File: src/rtl/chan_rot_pkg.sv
`timescale 1ns/1ps
package chan_rot_pkg;
  localparam int NCH   = 4;
  localparam int POS_W = $clog2(NCH);

  // Strobes and state passed from the sequencer to the datapath
  typedef struct packed {
    logic             sampleEn;
    logic [POS_W-1:0] pos;
  } rotCtl_t;
endpackage

File: src/rtl/rot_control.sv
`timescale 1ns/1ps
module rot_control
  import chan_rot_pkg::*;
#(
  parameter int DWELL_W = 16
) (
  input  logic               clk,
  input  logic               rstN,
  input  logic               sampleValid,
  input  logic [DWELL_W-1:0] dwellLen,
  output rotCtl_t            ctl,
  output logic               switchStb
);
  localparam logic [POS_W-1:0] LAST_POS = POS_W'(NCH - 1);

  logic [POS_W-1:0]   posQ;
  logic [DWELL_W-1:0] dwellCnt;
  logic [DWELL_W-1:0] activeDwell;
  logic               parked;
  logic               dwellDone;

  assign parked    = (activeDwell == '0);
  assign dwellDone = !parked && (dwellCnt == activeDwell - 1'b1);

  always_ff @(posedge clk) begin
    if (!rstN) begin
      posQ        <= '0;
      dwellCnt    <= '0;
      activeDwell <= '0;
      switchStb   <= 1'b0;
    end else begin
      switchStb <= 1'b0;
      if (sampleValid) begin
        if (parked) begin
          activeDwell <= dwellLen;
          dwellCnt    <= '0;
        end else if (dwellDone) begin
          dwellCnt  <= '0;
          posQ      <= posQ + 1'b1;
          switchStb <= 1'b1;
          if (posQ == LAST_POS) activeDwell <= dwellLen;
        end else begin
          dwellCnt <= dwellCnt + 1'b1;
        end
      end
    end
  end

  assign ctl.sampleEn = sampleValid;
  assign ctl.pos      = posQ;

  AST_STEP_BY_ONE: assert property (@(posedge clk) disable iff (!rstN)
    switchStb |-> (posQ == POS_W'($past(posQ) + 1'b1)));
  AST_POS_ONLY_ON_STB: assert property (@(posedge clk) disable iff (!rstN)
    !switchStb |-> $stable(posQ));
  AST_CNT_BOUND: assert property (@(posedge clk) disable iff (!rstN)
    !parked |-> (dwellCnt < activeDwell));
  AST_MOVE_NEEDS_SAMPLE: assert property (@(posedge clk) disable iff (!rstN)
    switchStb |-> $past(sampleValid));
  AST_PARKED_NO_MOVE: assert property (@(posedge clk) disable iff (!rstN)
    parked |=> !switchStb);
endmodule

File: src/rtl/rot_datapath.sv
`timescale 1ns/1ps
module rot_datapath
  import chan_rot_pkg::*;
#(
  parameter int SAMPLE_W = 16
) (
  input  logic                          clk,
  input  logic                          rstN,
  input  rotCtl_t                       ctl,
  input  logic [NCH-1:0][SAMPLE_W-1:0]  adcCh,
  output logic [NCH*POS_W-1:0]          routeSel,
  output logic [NCH-1:0][SAMPLE_W-1:0]  sigOut
);
  for (genvar c = 0; c < NCH; c++) begin : g_route
    // channel c carries input (c - pos) mod NCH
    assign routeSel[c*POS_W +: POS_W] = POS_W'(c) - ctl.pos;
  end

  for (genvar i = 0; i < NCH; i++) begin : g_demap
    logic [POS_W-1:0] srcCh;
    assign srcCh = POS_W'(i) + ctl.pos;
    always_ff @(posedge clk) begin
      if (!rstN)             sigOut[i] <= '0;
      else if (ctl.sampleEn) sigOut[i] <= adcCh[srcCh];
    end
  end

  AST_A_FROM_CARRIER: assert property (@(posedge clk) disable iff (!rstN)
    $past(ctl.sampleEn) |-> (sigOut[0] == $past(adcCh[ctl.pos])));
  AST_HOLD_IDLE: assert property (@(posedge clk) disable iff (!rstN)
    !$past(ctl.sampleEn) |-> $stable(sigOut));
endmodule

File: src/rtl/chan_rotator.sv
`timescale 1ns/1ps
module chan_rotator
  import chan_rot_pkg::*;
#(
  parameter int SAMPLE_W = 16,
  parameter int DWELL_W  = 16
) (
  input  logic                          clk,
  input  logic                          rstN,
  input  logic                          sampleValid,
  input  logic [DWELL_W-1:0]            dwellLen,
  input  logic [NCH-1:0][SAMPLE_W-1:0]  adcCh,
  output logic [NCH*POS_W-1:0]          routeSel,
  output logic [NCH-1:0][SAMPLE_W-1:0]  sigOut,
  output logic [POS_W-1:0]              subPage,
  output logic                          switchStb
);
  rotCtl_t ctl;

  rot_control #(.DWELL_W(DWELL_W)) u_control (
    .clk(clk), .rstN(rstN), .sampleValid(sampleValid),
    .dwellLen(dwellLen), .ctl(ctl), .switchStb(switchStb)
  );

  rot_datapath #(.SAMPLE_W(SAMPLE_W)) u_datapath (
    .clk(clk), .rstN(rstN), .ctl(ctl), .adcCh(adcCh),
    .routeSel(routeSel), .sigOut(sigOut)
  );

  assign subPage = ctl.pos;

  AST_RESET_IDENTITY: assert property (@(posedge clk)
    !rstN |=> (subPage == '0 && !switchStb));
endmodule

File: config.mk
export PLATFORM = sky130hd
export DESIGN_NAME = chan_rotator
export DESIGN_NICKNAME = d
export VERILOG_FILES = /design/src/rtl/chan_rot_pkg.sv /design/src/rtl/rot_control.sv /design/src/rtl/rot_datapath.sv /design/src/rtl/chan_rotator.sv
export SDC_FILE = /design/constraint.sdc
export NUM_CORES = 1
export LEC_CHECK = 0
export CAP_MARGIN = 15
export CORE_ASPECT_RATIO = 0.75
export CORE_MARGIN = 2
export CORE_UTILIZATION = 48
export CTS_CLUSTER_DIAMETER = 40
export DETAILED_ROUTE_END_ITERATION = 16
export PLACE_DENSITY_LB_ADDON = 0.08
export SLEW_MARGIN = 5
export SYNTH_ARGS = -nofsm -noshare
export SYNTH_HDL_FRONTEND = slang
export SYNTH_SLANG_ARGS = --single-unit
File: constraint.sdc
create_clock -name clk -period 4.1 [get_ports clk]
set_input_delay 1.025 -clock clk [delete_from_list [all_inputs] [get_ports clk]]
set_output_delay 1.025 -clock clk [all_outputs]
set_load 0.1 [all_outputs]
# --- Yosys cells after proc, flatten, opt, wreduce, memory -nomap -nowiden ---
# Index checks and enable logic that the tools add are counted.
classes:
  add_sub_neg: 9
  magnitude_cmp: 4
  n_eq_ne: 2
  n_mux: 14
  n_bitwise: 3
  reduce_logical: 8
ops:
  columns: ["op", "n"]
  rows:
  - ["16-bit 2-to-1 mux", 9]
  - ["16-bit binary-select mux with 2-bit select", 4]
  - ["16-bit by 1-bit adder with 16-bit output, second input constant", 1]
  - ["16-bit equality test", 1]
  - ["16-bit zero test", 1]
  - ["16-bit by 1-bit subtractor with 16-bit output, second input constant", 1]
  - ["2-bit by 3-bit < comparator with 1-bit output, second input constant", 4]
  - ["3-bit AND reduction", 2]
  - ["2-bit adder, first input constant", 2]
  - ["2-bit nonzero test", 2]
  - ["1-bit by 2-bit subtractor with 2-bit output, first input constant", 2]
  - ["2-bit subtractor, first input constant", 2]
  - ["1-bit inverter", 3]
  - ["3-bit OR reduction", 1]
  - ["1-bit by 2-bit adder with 2-bit output, first input constant", 1]
  - ["2-bit equality test, second input constant", 1]
  - ["1-bit logical AND", 1]
  - ["1-bit zero test", 1]
  - ["1-bit 2-to-1 mux", 1]
word_totals:
  ff_bits: 99
  in_bits: 83
  output_inout_bits: 75
  word_cells: 48

# --- Longest topological paths before layout ---
# Gate-level depths: netlist of run 1.
logic_depth:
  depth_word: 5
  ltp_mapped: 11
  depth_no_buf: 9

# --- Modules after synthesis ---
# From an unflattened synthesis of run 1, not the netlist that was laid out.
hier_totals:
  hier_cells: 637
  area_unflattened_um2: 5969.5
by_module_without_submodules:
  columns: ["mod", "instances", "cells_per_inst", "area_each_um2", "seq_area_each_um2"]
  rows:
  - ["rot_datapath", 1, 338, 3580.9, 1281.2]
  - ["rot_control", 1, 299, 2388.5, 700.7]

# --- Least setup slack after synthesis of run 1 ---
# OpenSTA, ideal clock, no wires.
synth_path:
  kind: "reg-to-output"
  startpoint: "register u_control.posQ[0]"
  endpoint: "output routeSel[5]"
  t_arrival_ns: 3.520
  required_ns: 3.075
  setup_slack_ns: -0.445
  path_stages_with_launch: 6
  path_buffers: 3
  cell_sequence: "dfxtp_1 ha_1 buf_2 buf_1 clkbuf_1 inv_1"
synth_via:
  elab_chain_len: 1
synth_lines:
  columns: ["item", "line_no", "rtl"]
  rows:
  - ["from (decl)", "rot_control.sv:16", "logic [POS_W-1:0] posQ;"]
  - ["from (signal assigned)", "rot_control.sv:39", "posQ <= posQ + 1'b1;"]
  - ["2-bit subtractor", "rot_datapath.sv:16", "assign routeSel[c*POS_W +: POS_W] = POS_W'(c) - ctl.pos;"]
  - ["to (decl)", "chan_rotator.sv:13", "output logic [NCH*POS_W-1:0] routeSel,"]
# No other way between the ends.

# --- Worst setup path in the final report of run 1 ---
layout_path:
  startpoint: "register u_control.posQ[1]"
  endpoint: "output routeSel[7]"
# The elaborated chain is that of the path after synthesis.

==> reports/metrics.yaml, run 1 <==
run_status:
  outcome: "finished, final reports clean"
floorplanning:
  rows: 35
  die_h_um: 102
  io_pins: 158
  fp.dieArea_um2: 13700
  coreArea_um2: 12300
  die_w_um: 134
  start_util: 0.496
critical_path:
  crit_type: "reg -> out"
  cpPeakStageDelay_ps: 980
  cp_cell_sequence: "inv_1 -> clkdlybuf4s50_1"
  arrival_ps: 2130
  crit_slowest_cell: "clkdlybuf4s50_1"
  worst-path-max-fanout: 22
  critPathCaptureType: "output pin"
  start_kind: "flip-flop"
  cp.required_ps: 3070
  r2r_slack_ps: 1120
  cp_top_family: "buffers and inverters"
  path_buf_inv: 2
sta:
  setup_viol: 0
  fin_worst_skew_ps: 7.87
  hold_violations: 0
  max_slew_margin: 0.292
  tns_ps: 0
  max_freq_mhz: 317
  slew_viol_final: 0
  worstMarginPinSlew_ps: 1060
  rsz0062_at_grt: "no"
  fin_crit_sh: 0.770
  fin_crit_ps: 3160
grt:
  grt_pass1_wl_um: 24200
  grt_pass1_vias: 4601
  gr-total-overflow: 0
  grt_start_max_net_pins: 66
  antenna_found_initial: 0
  track_usage: 0.226
placement:
  port_buffers: 157
  place_congestion: 0.895
  dp_hpwl_um: 11000
cells_and_area:
  final_nets: 773
  multi_input_area_um2: 3880
  synthToLayoutAreaGrowth_pct: 31.2
  n_antenna_cell: 0
  regArea_um2: 1990
  final_util: 0.650
  layout-drive-gt1-share: 0.152
  n_fill_cell: 978
clock_tree:
  cts_buffers: 9
  path_clk_slew_ps: 70
  cts_hold_buffers: 0
  cts_max_path_buffers: 2
  cts.sinks: 99
  postCtsSetupBuffers: 0
  cts_tree: "done"
  htreeDepth: 3
  clkLatencyLatePin_ps: 340
  cts_resized: 0
  cts_root_buf: "clkbuf_16"
routing:
  first_iter_violations: 314
  vias: 4929
  dr.pass1.iters: 5
  drtAntennaViolNets: 0
  wirelength_um: 15700
  viasPerCell: 5.75
  routedWlPerCell_um: 18.3
  drc: 0
synth:
  yosysUniqueCellTypes: 51
  syn-cell-area_um2: 6120
  synth_edf_count: 0
  ys_async_sr_fraction: 0
  syn_nets: 649
  synth-seq-area-share: 0.324
  ys.flop_type: "dfxtp_1"
  syn_avg_cell_area_um2: 10.9
  ys_seq_elements: 99
  synthCells: 562
  ys_warn_count: 0
pwr:
  power_mw: 3.28
  ir_worst_vdd_mv: 0.244
  power_density_nw_per_um2: 409
  leakage_nw: 2.88
min_path:
  hold_path.class: "reg -> reg"
job:
  cap_violations: 0
routing by layer:
metal | global-route usage | up-vias | share of wire
met2 | 0.353 | 205 | 0.45
met5 | 0 | - | 0
met1 | 0.320 | 2376 | 0.46
met4 | 0.0478 | 0 | 0.0092
met3 | 0.0576 | 10 | 0.079
li1 | - | 2338 | -
path summary, 6_finish.rpt:
kind,startpoint,end,cells past startpoint
max,u_control.posQ[1],routeSel[7],2
max reg2reg,u_control.activeDwell[0],u_control.dwellCnt[6],9
min,u_datapath.sigOut[42],u_datapath.sigOut[42],2
min reg2reg,u_datapath.sigOut[42],u_datapath.sigOut[42],2
worst reg2reg max path, stage by stage, from the launching register on:
cell	delay (ps)
dfxtp_1	450
inv_1	100
ha_1	290
nor3b_1	180
xnor2_1	130
a2111oi_0	430
nand4_1	200
nand4b_1	320
a21oi_2	580
nor4bb_1	150
registers in the layout (all words and copies together) (netlist names):
register	count
u_control.activeDwell	16
u_control.dwellCnt	16
u_control.posQ	2
u_control.switchStb	1
u_datapath.sigOut	64
cell families (layout without fill, tap and decap cells):
kind of cell	Yosys count	after routing	synth area share
xor gates and xnor gates	29	29	0.0415
DFF	99	99	0.324
adders and majority gates	4	4	0.00818
AOI/OAI and AO/OA	52	52	0.0583
and+or+nand+nor	188	188	0.179
buffers and inverters	58	187	0.0427
muxes	132	132	0.347
synthesized netlist by cell type (9+ instances only):
cell / number / area [um2]
o21ai_1: 10 / 50.1
clkbuf_1: 30 / 113
xnor2_1: 19 / 166
nor2b_1: 67 / 419
nand3_1: 29 / 145
nand2_1: 27 / 101
xor2_1: 10 / 87.6
mux2i_1: 68 / 681
o21ai_0: 9 / 45.0
nand4_1: 10 / 62.6
o211ai_1: 15 / 113
mux4_2: 64 / 1440
nor2_1: 21 / 78.8
dfxtp_1: 99 / 1980
cell type report:
type                    instances  share of cell area
flip-flops and latches         99               0.248
clock inverters                 4             0.00421
repair buffers                163               0.202
inverters                       8             0.00374
multi-input cells             405               0.483
clock buffers                  12              0.0332
well taps                     166              0.0259
through the flow:
stage	setup WS (ps)	hold WS (ps)	instance area [um2]	instances
3_3_place_gp	1330	495	7730	841
6_report	944	519	8030	857
5_1_grt	896	544	8030	857
3_5_place_dp	1260	504	7730	841
4_1_cts	926	525	8030	857
2_1_floorplan	162	478	6120	562
power by group:
group	switching (mW)	total (mW)	internal, mW
clock network	0.376	0.840	0.465
registers	0.101	1.14	1.04
logic	0.807	1.30	0.493
layout by cell type, fill, tap and decap left out, types with 2 or more instances in the layout:
| master | instances |
|---|---|
| buf_4 | 9 |
| xnor2_1 | 19 |
| o21ai_1 | 10 |
| ha_1 | 3 |
| nor3_1 | 8 |
| xor2_1 | 10 |
| clkbuf_16 | 9 |
| clkinv_4 | 3 |
| clkdlybuf4s50_1 | 151 |
| and2_1 | 2 |
| o211ai_1 | 15 |
| mux2i_1 | 68 |
| nor4_4 | 2 |
| mux4_2 | 64 |
| dfxtp_1 | 97 |
| or3b_2 | 2 |
| nand2b_1 | 2 |
| nor2b_1 | 67 |
| clkbuf_8 | 3 |
| inv_1 | 7 |
| a21oi_1 | 3 |
| and3_1 | 5 |
| a32oi_1 | 2 |
| buf_12 | 2 |
| o21ai_0 | 9 |
| nand2_1 | 27 |
| a2111oi_0 | 2 |
| nand3_1 | 29 |
| and4_1 | 2 |
| nor3b_1 | 3 |
| nor2_1 | 21 |
| nand4_1 | 10 |
(Power assumes the default switching activity.)
==> run 2: changes to the inputs <==
- clock period: 4.1 -> 3 ns (I/O delays scaled with it)
==> reports/metrics.yaml, run 2 (synthesis results as in run 1) <==
run_status:
  outcome: "finished, final reports clean"
floorplanning:
  io_pins: 158  # unchanged
  die_h_um: 102  # unchanged
  die_w_um: 134  # unchanged
  start_util: 0.496  # unchanged
  coreArea_um2: 12300  # unchanged
  rows: 35  # unchanged
  fp.dieArea_um2: 13700  # unchanged
cells_and_area:
  n_fill_cell: 981  # +0.31%
  synthToLayoutAreaGrowth_pct: 31.4
  largest_reg_flops: 64  # unchanged
  regArea_um2: 1990  # +0.13%
  layout-drive-gt1-share: 0.261  # +0.109
  mostFrequentLayoutCells: "dfxtp_1 (97), clkdlybuf4s50_1 (80), buf_4 (79)"
  fin_area_um2: 8040  # +0.14%
  layout.cells.non_filler: 863  # +0.70%
  n_antenna_cell: 0  # unchanged
  largest_register: "u_datapath.sigOut"
  biggestRegsByFlops: "u_datapath.sigOut: 64 flops, u_control.activeDwell: 16 flops, u_control.dwellCnt: 16 flops"
  final_nets: 779  # +0.78%
  final_common_cell: "dfxtp_1"
  multi_input_area_um2: 3890  # +0.26%
sta:
  fin_crit_sh: 0.904
  max_slew_margin: 0.460  # +0.167
  fin_crit_ps: 2710
  max_freq_mhz: 369
  fin_worst_skew_ps: 9.19  # +1.32 ps
  slew_viol_final: 0  # unchanged
  hold_violations: 0  # unchanged
  worstMarginPinSlew_ps: 811  # -251 ps
  setup_viol: 0  # unchanged
  tns_ps: 0  # unchanged
  finalWorstSetupSlack_ps: 288  # -656 ps
  rsz0062_at_grt: "no"
placement:
  port_buffers: 157  # unchanged
  dp.cells: 845  # +0.48%
  dpl-instance-area_um2: 7670  # -0.73%
  dp_hpwl_um: 11200  # +1.9%
  place_congestion: 0.871  # -2.7%
  pre_cts_ws_ps: 324  # -934 ps
clock_tree:
  cts.sinks: 99  # unchanged
  clkLatencyLatePin_ps: 340  # about the same
  cts_max_path_buffers: 2  # unchanged
  cts_resized: 0  # unchanged
  cts_tree: "done"
  cts_buffers: 9  # unchanged
  htreeDepth: 3  # unchanged
  path_clk_slew_ps: 70  # about the same
  cts_root_buf: "clkbuf_16"
grt:
  antenna_found_initial: 0  # unchanged
  gr-total-overflow: 0  # unchanged
  grt_start_max_net_pins: 79  # +20%
  track_usage: 0.233  # +0.00724
  grt_pass1_wl_um: 25100  # +3.4%
  grt_pass1_vias: 4844  # +5.3%
min_path:
  holdPathStages: 2  # unchanged
  hold_path.class: "reg -> reg"
critical_path:
  path_buf_inv: 2  # unchanged
  cp_cell_sequence: "inv_1 -> ha_1 -> nor3b_1 -> xnor2_1 -> a2111oi_0 -> nand4_1 -> nand4b_1 -> a21oi_2 -> buf_4 -> nor4b_1"
  arrival_ps: 2940  # +810 ps
  worst-path-max-fanout: 14  # -36%
  r2r_cells: 10  # +1
  cp_top_family: "simple AND/OR/NAND/NOR gates"
  start_kind: "flip-flop"
  critPathCaptureType: "flip-flop"
  cpPeakStageDelay_ps: 460  # -520 ps
  cp.depth: 10  # +8
  crit_type: "reg -> reg"
  crit_slowest_cell: "dfxtp_1"
  cp.required_ps: 3220  # +150 ps
routing:
  dr.pass1.iters: 5  # unchanged
  drtAntennaViolNets: 0  # unchanged
  wirelength_um: 15800  # +0.43%
  vias: 4975  # +0.93%
  viasPerCell: 5.76  # +0.23%
  first_iter_violations: 273  # -13%
  routedWlPerCell_um: 18.3  # -0.27%
  drc: 0  # unchanged
pwr:
  ir_worst_vdd_mv: 0.339  # +39%
  power_density_nw_per_um2: 580  # +42%
  leakage_nw: 3.08  # +6.8%
  power_mw: 4.66  # +42%
job:
  cap_violations: 0  # unchanged
run 2: cell count changes in the layout (fill, tap and decap cells not counted), moves of 3 or more:
cell,delta
clkbuf_8,-3
buf_12,+7
clkdlybuf4s50_1,-71
buf_4,+70
bufinv_16,+3
clkinv_4,-3
run 2: area by class of cell:
type | count | area share
tap | 166 | 0.0258
sequential | 99 | 0.247
multi-input combinational | 405 | 0.484
inverter | 8 | 0.00420
clock buffer | 10 | 0.0285
timing repair buffer | 169 | 0.196
clock inverter | 6 | 0.0139
run 2: tightest hold or removal path: stages (launching register included):
cell and delay (ps):
dfxtp_1 330, mux2i_1 70, nor2b_1 90
run 2: routing by layer:
layer	GRT usage	vias up	share of wire
met5	0	-	0
met1	0.328	2449	0.45
met2	0.358	164	0.46
li1	-	2349	-
met3	0.0646	13	0.073
met4	0.0591	0	0.012
run 2: worst paths after layout:
check	slack [ps]	to	start
min reg2reg	520	u_datapath.sigOut[57]	u_datapath.sigOut[57]
max	290	u_control.dwellCnt[2]	u_control.activeDwell[0]
min	520	u_datapath.sigOut[57]	u_datapath.sigOut[57]
max reg2reg	290	u_control.dwellCnt[2]	u_control.activeDwell[0]
run 2: what timing repair did:
item | 4_1_cts | 5_1_grt
buffers inserted | 0 | 2
hold buffers | 0 | 0
endpoints found under the setup margin | 0 | 1
run 2: power by group:
group	internal [mW]	total (mW)	switching (mW)	leakage [nW]
registers	1.42	1.56	0.138	0.814
logic	0.666	1.76	1.10	2.10
clock network	0.818	1.33	0.516	0.163
total	2.91	4.66	1.75	3.08
run 2: through the flow:
stage | hold slack [ps] | utilization
after floorplan | 478 | -
after global placement | 498 | 0.621
after detailed placement | 506 | 0.621
after CTS | 525 | 0.649
after global routing | 547 | 0.651
final | 522 | 0.651
==> run 3: changes to the inputs <==
- GPL_ROUTABILITY_DRIVEN: not set -> 0
- SKIP_LAST_GASP: not set -> 1
==> results of run 3 <==
Final layout, timing and power as in run 2 (identical DEF).
